## config.mk

```make
export PLATFORM = sky130hd
export DESIGN_NAME = trig_xpoint
export DESIGN_NICKNAME = d
export VERILOG_FILES = /design/src/rtl/trigmx_pkg.sv /design/src/rtl/trigmx_cfg.sv /design/src/rtl/trigmx_syncsel.sv /design/src/rtl/trigmx_clkdiv.sv /design/src/rtl/trigmx_route.sv /design/src/rtl/trig_xpoint.sv
export SDC_FILE = /design/constraint.sdc
export NUM_CORES = 1
export LEC_CHECK = 0
export BUFFER_PORTS_ARGS = -buffer_cell sky130_fd_sc_hd__buf_2
export CORE_MARGIN = 10
export CORE_UTILIZATION = 48
export DETAILED_ROUTE_END_ITERATION = 7
export PLACE_DENSITY = 0.76
export SYNTH_ARGS = -nofsm -noshare
export SYNTH_HDL_FRONTEND = slang
export SYNTH_SLANG_ARGS = --single-unit
```

## constraint.sdc

```tcl
create_clock -name clk -period 2.14 [get_ports clk]
set_input_delay 0.428 -clock clk [delete_from_list [all_inputs] [get_ports clk]]
set_output_delay 0.428 -clock clk [all_outputs]
set_load 0.03 [all_outputs]
```

## src/rtl/trigmx_pkg.sv

```systemverilog
// Shared sizes and source-code map for the trigger crosspoint.
// Assumes source codes fit in SEL_W bits and N_SRC <= 2**SEL_W.
package trigmx_pkg;
    localparam int N_FP     = 6;
    localparam int N_DIFF   = 3;
    localparam int N_BP     = 8;
    localparam int N_REF    = 4;
    localparam int MAX_EXP  = 9;
    localparam int SEL_W    = 5;
    localparam int EXP_W    = 4;
    localparam int REF_W    = $clog2(N_REF);
    localparam int ADDR_W   = 4;
    localparam int DATA_W   = 8;

    localparam int CODE_FP0   = 0;
    localparam int CODE_DIFF0 = CODE_FP0 + N_FP;
    localparam int CODE_BP0   = CODE_DIFF0 + N_DIFF;
    localparam int CODE_STAR  = CODE_BP0 + N_BP;
    localparam int CODE_DSTAR = CODE_STAR + 1;
    localparam int CODE_SW    = CODE_DSTAR + 1;
    localparam int CODE_SYNC  = CODE_SW + 1;
    localparam int CODE_DIVA  = CODE_SYNC + 1;
    localparam int CODE_DIVB  = CODE_DIVA + 1;
    localparam int CODE_LOW   = CODE_DIVB + 1;
    localparam int CODE_HIGH  = CODE_LOW + 1;
    localparam int N_SRC      = CODE_HIGH + 1;
    localparam int CODE_OFF   = (1 << SEL_W) - 1;

    localparam int ADDR_SSEL  = N_FP;
    localparam int ADDR_EXPA  = N_FP + 1;
    localparam int ADDR_EXPB  = N_FP + 2;
    localparam int ADDR_SW    = N_FP + 3;
endpackage

```

## src/rtl/trigmx_cfg.sv

```systemverilog
// Configuration registers: per-line source codes, sync reference select,
// two divider exponents and the software trigger pulse.
// Assumes one write per cycle; exponent writes above MAX_EXP are dropped.
module trigmx_cfg
    import trigmx_pkg::*;
(
    input  logic                          clk,
    input  logic                          rst_n,
    input  logic                          we,
    input  logic [ADDR_W-1:0]             addr,
    input  logic [DATA_W-1:0]             wdata,
    output logic [N_FP-1:0][SEL_W-1:0]    sel,
    output logic [REF_W-1:0]              ref_sel,
    output logic [EXP_W-1:0]              exp_a,
    output logic [EXP_W-1:0]              exp_b,
    output logic                          sw_pulse
);
    logic exp_ok;
    assign exp_ok = (wdata <= DATA_W'(MAX_EXP));

    // Source-code registers, one per front-panel line.
    always_ff @(posedge clk) begin
        if (!rst_n) begin
            for (int i = 0; i < N_FP; i++) sel[i] <= SEL_W'(CODE_OFF);
        end else if (we) begin
            for (int i = 0; i < N_FP; i++)
                if (addr == ADDR_W'(i)) sel[i] <= wdata[SEL_W-1:0];
        end
    end

    // Sync reference select and divider exponents.
    always_ff @(posedge clk) begin
        if (!rst_n) begin
            ref_sel <= '0;
            exp_a   <= '0;
            exp_b   <= '0;
        end else if (we) begin
            if (addr == ADDR_W'(ADDR_SSEL)) ref_sel <= wdata[REF_W-1:0];
            if (addr == ADDR_W'(ADDR_EXPA) && exp_ok) exp_a <= wdata[EXP_W-1:0];
            if (addr == ADDR_W'(ADDR_EXPB) && exp_ok) exp_b <= wdata[EXP_W-1:0];
        end
    end

    // One-cycle software trigger on each write to its address.
    always_ff @(posedge clk) begin
        if (!rst_n) sw_pulse <= 1'b0;
        else        sw_pulse <= we && (addr == ADDR_W'(ADDR_SW));
    end

    p_exp_ignore_r11: assert property (@(posedge clk) disable iff (!rst_n)
        (we && addr == ADDR_W'(ADDR_EXPA) && wdata > DATA_W'(MAX_EXP)) |=> $stable(exp_a));
    p_sw_pulse_r7: assert property (@(posedge clk) disable iff (!rst_n)
        (we && addr == ADDR_W'(ADDR_SW)) |=> sw_pulse);
    p_sw_once_r7: assert property (@(posedge clk) disable iff (!rst_n)
        (sw_pulse && !(we && addr == ADDR_W'(ADDR_SW))) |=> !sw_pulse);
endmodule

```

## src/rtl/trigmx_syncsel.sv

```systemverilog
// Picks one reference clock, samples it into the clk domain and flags its
// rising edges. Assumes every reference is slower than half of clk.
module trigmx_syncsel
    import trigmx_pkg::*;
(
    input  logic              clk,
    input  logic              rst_n,
    input  logic [N_REF-1:0]  ref_clk,
    input  logic [REF_W-1:0]  ref_sel,
    output logic              lvl,
    output logic              rise
);
    logic lvl_d;

    // Two-stage sample of the chosen reference.
    always_ff @(posedge clk) begin
        if (!rst_n) begin
            lvl   <= 1'b0;
            lvl_d <= 1'b0;
        end else begin
            lvl   <= ref_clk[ref_sel];
            lvl_d <= lvl;
        end
    end

    assign rise = lvl && !lvl_d;
endmodule

```

## src/rtl/trigmx_clkdiv.sv

```systemverilog
// Power-of-two divider of the sampled sync clock. Exponent 0 passes the
// level through; exponent n>0 outputs bit n-1 of a rise counter (50% duty).
// The counter clears whenever the exponent changes.
module trigmx_clkdiv #(
    parameter int EXP_W = 4,
    parameter int CNT_W = 9
) (
    input  logic              clk,
    input  logic              rst_n,
    input  logic [EXP_W-1:0]  exp_in,
    input  logic              lvl,
    input  logic              rise,
    output logic              div_out
);
    logic [EXP_W-1:0] exp_q;
    logic [CNT_W-1:0] cnt;
    logic [EXP_W-1:0] bit_idx;

    // Count reference rising edges; restart on exponent change.
    always_ff @(posedge clk) begin
        if (!rst_n) begin
            exp_q <= '0;
            cnt   <= '0;
        end else if (exp_in != exp_q) begin
            exp_q <= exp_in;
            cnt   <= '0;
        end else if (rise) begin
            cnt   <= cnt + 1'b1;
        end
    end

    assign bit_idx = exp_q - EXP_W'(1);
    assign div_out = (exp_q == '0) ? lvl : cnt[bit_idx];

    p_clear_on_change_r9: assert property (@(posedge clk) disable iff (!rst_n)
        (exp_in != exp_q) |=> (cnt == '0));
    p_hold_without_rise_r9: assert property (@(posedge clk) disable iff (!rst_n)
        (!rise && exp_in == exp_q) |=> $stable(cnt));
endmodule

```

## src/rtl/trigmx_route.sv

```systemverilog
// One output line of the crosspoint: registers the source picked by its code.
// Self-selection drives low; codes at or above N_SRC disable the line.
module trigmx_route
    import trigmx_pkg::*;
#(
    parameter int SELF = 0
) (
    input  logic              clk,
    input  logic              rst_n,
    input  logic [SEL_W-1:0]  code,
    input  logic [N_SRC-1:0]  src,
    output logic              out,
    output logic              oe
);
    // Register routed value and enable for this line.
    always_ff @(posedge clk) begin
        if (!rst_n) begin
            out <= 1'b0;
            oe  <= 1'b0;
        end else if (code >= SEL_W'(N_SRC)) begin
            out <= 1'b0;
            oe  <= 1'b0;
        end else if (code == SEL_W'(SELF)) begin
            out <= 1'b0;
            oe  <= 1'b1;
        end else begin
            out <= src[code];
            oe  <= 1'b1;
        end
    end

    p_unused_off_r6: assert property (@(posedge clk) disable iff (!rst_n)
        (code >= SEL_W'(N_SRC)) |=> (!out && !oe));
    p_self_low_r4: assert property (@(posedge clk) disable iff (!rst_n)
        (code == SEL_W'(SELF)) |=> (!out && oe));
    p_const_high_r5: assert property (@(posedge clk) disable iff (!rst_n)
        (code == SEL_W'(CODE_HIGH)) |=> (out && oe));
    p_const_low_r5: assert property (@(posedge clk) disable iff (!rst_n)
        (code == SEL_W'(CODE_LOW)) |=> (!out && oe));
endmodule

```

## src/rtl/trig_xpoint.sv

```systemverilog
// Top of the front-panel trigger crosspoint. Builds the source vector from
// external triggers, routed lines, the software pulse and the sync clock in
// three rates, and instantiates one registered route per line.
module trig_xpoint
    import trigmx_pkg::*;
(
    input  logic                clk,
    input  logic                rst_n,
    input  logic                cfg_we,
    input  logic [ADDR_W-1:0]   cfg_addr,
    input  logic [DATA_W-1:0]   cfg_wdata,
    input  logic [N_DIFF-1:0]   diff_in,
    input  logic [N_BP-1:0]     bp_trig,
    input  logic                star_in,
    input  logic                dstar_in,
    input  logic [N_REF-1:0]    ref_clk,
    output logic [N_FP-1:0]     trig_out,
    output logic [N_FP-1:0]     trig_oe
);
    logic [N_FP-1:0][SEL_W-1:0] sel;
    logic [REF_W-1:0]           ref_sel;
    logic [EXP_W-1:0]           exp_a, exp_b;
    logic                       sw_pulse;
    logic                       sync_lvl, sync_rise;
    logic                       div_a, div_b;
    logic [N_SRC-1:0]           src;

    trigmx_cfg u_cfg (
        .clk(clk), .rst_n(rst_n), .we(cfg_we), .addr(cfg_addr), .wdata(cfg_wdata),
        .sel(sel), .ref_sel(ref_sel), .exp_a(exp_a), .exp_b(exp_b), .sw_pulse(sw_pulse)
    );

    trigmx_syncsel u_sync (
        .clk(clk), .rst_n(rst_n), .ref_clk(ref_clk), .ref_sel(ref_sel),
        .lvl(sync_lvl), .rise(sync_rise)
    );

    trigmx_clkdiv #(.EXP_W(EXP_W), .CNT_W(MAX_EXP)) u_div_a (
        .clk(clk), .rst_n(rst_n), .exp_in(exp_a), .lvl(sync_lvl), .rise(sync_rise),
        .div_out(div_a)
    );

    trigmx_clkdiv #(.EXP_W(EXP_W), .CNT_W(MAX_EXP)) u_div_b (
        .clk(clk), .rst_n(rst_n), .exp_in(exp_b), .lvl(sync_lvl), .rise(sync_rise),
        .div_out(div_b)
    );

    // Source vector laid out in code order.
    always_comb begin
        src = '0;
        src[CODE_FP0 +: N_FP]     = trig_out;
        src[CODE_DIFF0 +: N_DIFF] = diff_in;
        src[CODE_BP0 +: N_BP]     = bp_trig;
        src[CODE_STAR]            = star_in;
        src[CODE_DSTAR]           = dstar_in;
        src[CODE_SW]              = sw_pulse;
        src[CODE_SYNC]            = sync_lvl;
        src[CODE_DIVA]            = div_a;
        src[CODE_DIVB]            = div_b;
        src[CODE_LOW]             = 1'b0;
        src[CODE_HIGH]            = 1'b1;
    end

    for (genvar g = 0; g < N_FP; g++) begin : g_route
        trigmx_route #(.SELF(g)) u_route (
            .clk(clk), .rst_n(rst_n), .code(sel[g]), .src(src),
            .out(trig_out[g]), .oe(trig_oe[g])
        );
    end
endmodule

```

Word level (Yosys, flattened, before mapping)
Index checks and enable logic that the tools add are counted.
{ "word_totals": {"ff_bits": 81, "wordCells": 117, "output_inout_bits": 12, "input_bits": 32} }
{ "op_classes": {"addsub": 4, "muxes": 26, "reduce_logical": 26, "n_eq_ne": 16, "n_lt_le_gt_ge": 16, "bitwise": 1} }
{ "op_table": {"columns": ["cell", "count"], "rows": [
  ["$lt 5x6->1 const B", 6],
  ["$bmux 1 s5", 6],
  ["$ge 5x5->1 const B", 6],
  ["$add 9x1->9 const B", 2],
  ["$reduce_and 2->1", 9],
  ["$reduce_or 3->1", 6],
  ["$mux 1", 17],
  ["$eq 4x3->1 const B", 4],
  ["$logic_not 4->1", 3],
  ["$eq 5x2->1 const B", 2],
  ["$eq 5x3->1 const B", 2],
  ["$lt 4x5->1 const B", 2],
  ["$bmux 1 s4", 2],
  ["$eq 4x2->1 const B", 2],
  ["$eq 4x4->1 const B", 2],
  ["$le 8x4->1 const B", 1],
  ["$ne 4x4->1", 2],
  ["$sub 4x1->4 const B", 2],
  ["$eq 5x1->1 const B", 1],
  ["$logic_not 5->1", 1],
  ["$eq 4x1->1 const B", 1],
  ["$logic_and 1x1->1", 4],
  ["$reduce_or 2->1", 2],
  ["$lt 2x3->1 const B", 1],
  ["3 further kinds", 3]
]} }

Logic depth before layout (Yosys ltp)
Gate-level depths: netlist of run 1.
{ "depth": {"word_depth": 6, "depth_mapped": 10, "depth_no_buf": 8} }

Cells and area by module
Synthesis of run 1 repeated with hierarchy kept, for this count alone.
{ "unflattened": {"cells_unflattened": 535, "area_unflattened_um2": 5185.0} }
{ "by_module_without_submodules": {"columns": ["mod", "n_inst", "seq_area_each_um2", "cells_each", "area_per_inst_um2"], "rows": [
  ["trigmx_cfg", 1, 820.8, 195, 1684.1],
  ["trigmx_clkdiv", 2, 260.2, 73, 715.7],
  ["trigmx_route (g_route[3].u_route)", 1, 40.0, 30, 350.3],
  ["trigmx_route (g_route[5].u_route)", 1, 40.0, 33, 340.3],
  ["trigmx_route (g_route[0].u_route)", 1, 40.0, 28, 327.8],
  ["trigmx_route (g_route[2].u_route)", 1, 40.0, 31, 326.6],
  ["trigmx_route (g_route[1].u_route)", 1, 40.0, 33, 322.8],
  ["trigmx_route (g_route[4].u_route)", 1, 40.0, 31, 312.8],
  ["trigmx_syncsel", 1, 40.0, 6, 81.3],
  ["trig_xpoint", 1, 0.0, 2, 7.5]
]} }

Worst setup path before layout of run 1
Ideal clock, no wire load.
{ "synth_timing": {"path_type": "register to register", "from": "register u_div_b.exp_q[0]", "to": "register with a tool-made name", "t_arrival_ns": 2.058, "t_required_ns": 2.066, "synth_period_minus_slack_ns": 2.132, "slack_ns": 0.008, "setup_time_ns": 0.074, "stages_incl_launch_ff": 10, "path_buffers": 1, "path_cell_list": "dfxtp_1 > buf_4 > inv_1 > ha_1 > mux4_2 > nor3_1 > nor4_2 > a41oi_1 > a311o_1 > a31oi_1"} }
{ "synth_rtl": {"columns": ["element", "line_no", "text"], "rows": [
  ["from (decl)", "trigmx_clkdiv.sv:15", "logic [EXP_W-1:0] exp_q;"],
  ["from (signal assigned)", "trigmx_clkdiv.sv:25", "exp_q <= exp_in;"]
]} }

==> results of run 1 <==
## routing by layer
layer | up-vias | share of wire | GRT usage
met3 | 32 | 0.083 | 0.0314
met1 | 1895 | 0.43 | 0.213
met2 | 195 | 0.47 | 0.273
met4 | 0 | 0.022 | 0.0656
met5 | - | 0 | 0
li1 | 1894 | - | -
## flip-flops by register name (all words and copies together) (netlist names), 2 cells and up, named ones only
name,flops
u_cfg.exp_a,4
u_div_b.cnt,9
u_cfg.ref_sel,2
u_cfg.sel,30
u_div_a.exp_q,4
u_cfg.exp_b,4
u_div_a.cnt,9
g_route.u_route.oe,6
u_div_b.exp_q,4
## repair_timing
item / CTS / global route
pin swaps: 2 / 8
endpoints found under the setup margin: 6 / 6
gates resized for setup: 3 / 12
hold endpoints to repair: 0 / 0
## through the flow
step / setup WS, ns / hold slack, ns
after detailed placement: -0.0519 / 0.489
after global placement: 0.0201 / 0.480
after global routing: -0.0812 / 0.369
final: 0.106 / 0.370
after floorplan: 0.00809 / 0.454
after CTS: 0.0229 / 0.357
## layout make-up
| type | count | area [µm²] | share of cell area |
|---|---|---|---|
| multi-input cells | 357 | 2900 | 0.542 |
| flip-flops and latches | 81 | 1630 | 0.305 |
| repair buffers | 67 | 395 | 0.0740 |
| well taps | 133 | 166 | 0.0311 |
| clock buffers | 10 | 138 | 0.0257 |
| inverters | 19 | 71.3 | 0.0133 |
| clock inverters | 6 | 48.8 | 0.00913 |
## power groups by stage
stage / clock network [µW] / logic [µW] / registers, µW
finish: 1070 / 274 / 1550
floorplan: 0 / 170 / 1570
global placement: 0 / 261 / 1580
CTS: 1090 / 268 / 1550
global route: 1150 / 292 / 1550
detailed placement: 0 / 267 / 1580
## kinds of logic (layout without fill, tap and decap cells)
| group | after synthesis | count (layout) |
|---|---|---|
| xor gates and xnor gates | 23 | 23 |
| DFF | 81 | 81 |
| adders and majority gates | 5 | 5 |
| muxes | 79 | 79 |
| and+or+nand+nor | 178 | 178 |
| AOI/OAI and AO/OA | 72 | 72 |
| buffers and inverters | 66 | 102 |
## worst paths after layout
check                        start               end  slack (ns)  cells past startpoint
hold reg to reg     u_cfg.exp_b[1]  u_div_b.exp_q[1]        0.50                      1
setup reg to reg  u_div_a.exp_q[0]              flop        0.11                      8
setup / recovery  u_div_a.exp_q[0]              flop        0.11                      8
hold / removal               rst_n     u_cfg.sel[16]        0.37                      2
## placed cells by master (no fill, tap or decap), drive strengths merged, types with 4 or more instances in the layout
cell type / synthesis / layout
dfxtp: 81 / 81
buf: 18 / 67
nand2: 50 / 50
nor2: 48 / 48
mux2i: 46 / 46
mux4: 31 / 31
inv: 18 / 21
xor2: 18 / 18
nand3: 13 / 13
a21oi: 12 / 12
clkbuf: 29 / 10
o21ai: 10 / 10
or3: 9 / 9
and2: 9 / 9
a31oi: 9 / 9
nor3: 9 / 9
nand4: 8 / 8
nor2b: 7 / 7
o211ai: 7 / 7
a211oi: 6 / 6
xnor2: 5 / 5
ha: 5 / 5
and3: 4 / 4
nand2b: 4 / 4
o311a: 4 / 4
## worst max-delay path, cell delays in order (launching register included)
cell      delay, ns
dfxtp_4        0.39
inv_1          0.09
ha_4           0.25
mux4_1         0.21
mux2i_1        0.11
o21ai_4        0.31
nand2b_1       0.09
a311o_1        0.36
a31oi_1        0.16
==> metrics.cfg, run 1 <==
[power]
powerDensity_nw_per_um2=540
combPwrFrac=0.095
peakVddDrop_mv=0.396
seqPwrFrac=0.536
internal_power_uw=2110
p_sw_frac=0.269
p_clk_frac=0.369
p_switching_uw=776
total_power_uw=2890
power.leakage_uw=0.00236

[route]
vias=4016
dr.pass1.iters=6
drt_wl_total_mm=12.0
via_per_inst=5.97
ant_nets=0
drt-initial-drc-count=379
post-route-drc-count=0
post_drt_wl_per_cell_um=17.9

[synth]
yosys.cell_types.count=59
synthSimpleGateAreaFrac=0.184
ys_top_cells_by_count=dfxtp_1, nand2_1, nor2_1
netlist_area_um2=4780
synth_top_cell_by_area=dfxtp_1
synthAdderAreaFrac=0.0131
synth-compound-area-share=0.108
synth.ff_latch_count=81
synth_edf_count=0
yosys-mux-area-fraction=0.249
async_flop_share=0
syn_nets=541
synth_most_common_cell=dfxtp_1
seq_area_frac_synth=0.339
synth.area.top_cells=dfxtp_1, mux4_2, mux2i_1, nand2_1, nor2_1
synthFlopType=dfxtp_1
yosys_warnings=0
syn_inst=504
synth_top_family_by_area=multiplexers
yosys.area.top_type_share=0.339
syn_area_per_cell_um2=9.48
synth_xor_area_frac=0.0422

[die]
die_x_um=120
core_area_um2=9730
die_h_um=120
pin_count=44
dieArea_um2=14300
rows=36
initial_core_util=0.491

[placed_design]
placed_area_um2=5100
place_inst=657
place.gp.congestion=0.916
dp_hpwl_mm=8.66
port_buffers=43

[clock_network]
ctsHoldBuffers=0
h-tree-depth=3
clk_pin_slew_worst_paths_ns=0.09
cts_buffers=9
cts_tree=built
post_cts_buffers=0
cts_sinks=81
clock_path_buffers=2
clk-insertion-delay-late_ns=0.36
cts_root_buffer=clkbuf_8

[finish]
fillerInstances=860
fin_util=0.550
final_net_count=572
fin_cells=673
antenna_cells=0
finalInstanceArea_um2=5350
area_delta_synth_final_pct=11.9
layout-drive-gt1-share=0.244

[critical_path]
crit_fanout=7
cp-start-kind=flop
path_class=flop to flop
arrival_ns=2.32
crit_path_end_kind=flop
worst_ep_required_time_ns=2.43

[global_route]
grt_pass1_wl_mm=19.7
gr-usage-all-layers=0.167
antenna_found_initial=0
grt_max_degree=28
grt_pass1_vias=3949
grt_remaining_overflow=0

[sta]
slew_viol_final=0
setup_violations=0
fin_crit_ns=2.03
finalSetupTns_ns=0
max_slew_margin=0.689
worst_pin_slew_ns=0.465
hold_viol=0
fin_worst_skew_ns=0.00862
finalCritPeriodShare=0.950
rsz0062_at_grt=true
fmax_mhz=492

[hold_path]
hp-class=primary input to flop

[run_status]
status=complete, no violations

[job]
drv_cap=0

Note: power is estimated with default switching activity, not from simulation.
==> run 2: changes to the inputs <==
CTS_BUF_LIST = sky130_fd_sc_hd__clkbuf_4 sky130_fd_sc_hd__clkbuf_8   (was unset)
SETUP_SLACK_MARGIN = 0.4   (was unset)
==> metrics.cfg, run 2 (same netlist as run 1, synthesis figures left out) <==
[global_route]
grt_max_degree=19
grt_remaining_overflow=0
antenna_found_initial=0
grt_pass1_wl_mm=20.4
grt_pass1_vias=4094
gr-usage-all-layers=0.172

[power]
peakVddDrop_mv=0.505
power.leakage_uw=0.00240
total_power_uw=3180
powerDensity_nw_per_um2=584

[placed_design]
place_inst=657
placed_area_um2=5130
dp_hpwl_mm=8.70
place.gp.congestion=0.913
port_buffers=43

[finish]
finalInstanceArea_um2=5460
fin_cells=676
reg_top3=u_cfg.sel (30), u_div_a.cnt (9), u_div_b.cnt (9)
top_register=u_cfg.sel
largest_register_ffs=30
area_delta_synth_final_pct=14.2
layout-drive-gt1-share=0.267
final_net_count=575
mostFrequentLayoutCell=dfxtp_1
antenna_cells=0
fillerInstances=857
final_cell_mix=dfxtp_1, nand2_1, nor2_1, mux2i_1, buf_2

[critical_path]
arrival_ns=2.34
path_class=flop to flop
crit_path_end_kind=flop
worst_ep_required_time_ns=2.41
timing.rr.start=u_div_b.exp_q[0]
crit_fanout=4
ff2ff_setup_slack_ns=0.07
cp-start-kind=flop
r2r_cells=8

[clock_network]
cts_buffers=9
cts_sinks=81
cts_tree=built
clock_path_buffers=2
h-tree-depth=3
clk-insertion-delay-late_ns=0.36
clk_pin_slew_worst_paths_ns=0.08
cts_root_buffer=clkbuf_8
ctsHoldBuffers=0

[die]
die_h_um=120
pin_count=44
rows=36
initial_core_util=0.491
die_x_um=120
dieArea_um2=14300
core_area_um2=9730

[sta]
fin_crit_ns=2.07
fmax_mhz=482
fin_worst_skew_ns=0.0101
finalSetupTns_ns=0
holdWs_ns=0.362
finalCritPeriodShare=0.969
rsz0062_at_grt=true
hold_viol=0
max_slew_margin=0.581
setup_violations=0
worst_pin_slew_ns=0.624
slew_viol_final=0

[route]
dr.pass1.iters=6
drt_wl_total_mm=12.2
drt-initial-drc-count=344
vias=4031
post-route-drc-count=0
via_per_inst=5.96
post_drt_wl_per_cell_um=18.1
ant_nets=0

[run_status]
status=complete, no violations

[hold_path]
hp-class=primary input to flop
holdPathEnd=u_cfg.sw_pulse
min_from=cfg_we
whs_path_depth=3

[job]
drv_cap=0

-- run 2: changes by cell type in the layout (fill, tap and decap cells not counted), sizes merged --
cell      delta
clkinv       +2
buf          +3
clkbuf       +1
clkinvlp     -3
inv          -3
bufinv       +3
-- run 2: stage by stage --
stage	setup slack, ns	utilization
floorplan	0.189	-
global placement	0.0648	0.528
detailed placement	-0.0620	0.528
CTS	0.0313	0.554
global route	0.0216	0.561
finish	0.0673	0.561
-- run 2: power by group --
| part | switching [µW] | internal [µW] | total [µW] |
|---|---|---|---|
| sequential | 25.3 | 1520 | 1550 |
| combinational | 153 | 124 | 277 |
| clock | 558 | 802 | 1360 |
| total | 737 | 2450 | 3180 |
-- run 2: what timing repair did --
item	CTS	global route
setup endpoints to repair	8	8
pin swaps	4	4
gates resized for setup	8	14
setup buffers	0	3
-- run 2: cell type report --
class,count,area [µm²],area share
Multi-Input combinational cell,357,2920,0.535
Clock inverter,5,104,0.0190
Timing Repair Buffer,70,422,0.0773
Sequential cell,81,1630,0.300
Clock buffer,11,139,0.0255
Inverter,19,71.3,0.0131
Tap cell,133,166,0.0305
-- run 2: metal layers --
layer | part of all wire | GRT usage | vias up
met2 | 0.47 | 0.277 | 205
met4 | 0.032 | 0.0845 | 0
li1 | - | - | 1896
met3 | 0.080 | 0.0314 | 41
met5 | 0 | 0 | -
met1 | 0.42 | 0.218 | 1889
-- run 2: worst max-delay path by stage --
| stage | cells after the start | end | startpoint | slack (ns) |
|---|---|---|---|---|
| 6_report | 8 | flop | u_div_b.exp_q[0] | 0.07 |
| 5_1_grt | 8 | flop | u_div_b.exp_q[0] | 0.02 |
| 4_1_cts | 8 | flop | u_div_b.exp_q[0] | 0.03 |
| 3_5_place_dp | 8 | flop | u_div_a.exp_q[0] | -0.06 |
| 3_3_place_gp | 8 | flop | u_div_a.exp_q[0] | 0.06 |
| 2_1_floorplan | 9 | flop | u_div_b.exp_q[0] | 0.19 |
-- run 2: worst max-delay path: stages, from the launching register on --
cell     delay (ns)
dfxtp_4        0.36
inv_2          0.04
ha_4           0.27
mux4_2         0.21
nor3_2         0.06
nor4_4         0.37
nand2_2        0.19
o311a_1        0.33
o22ai_1        0.16
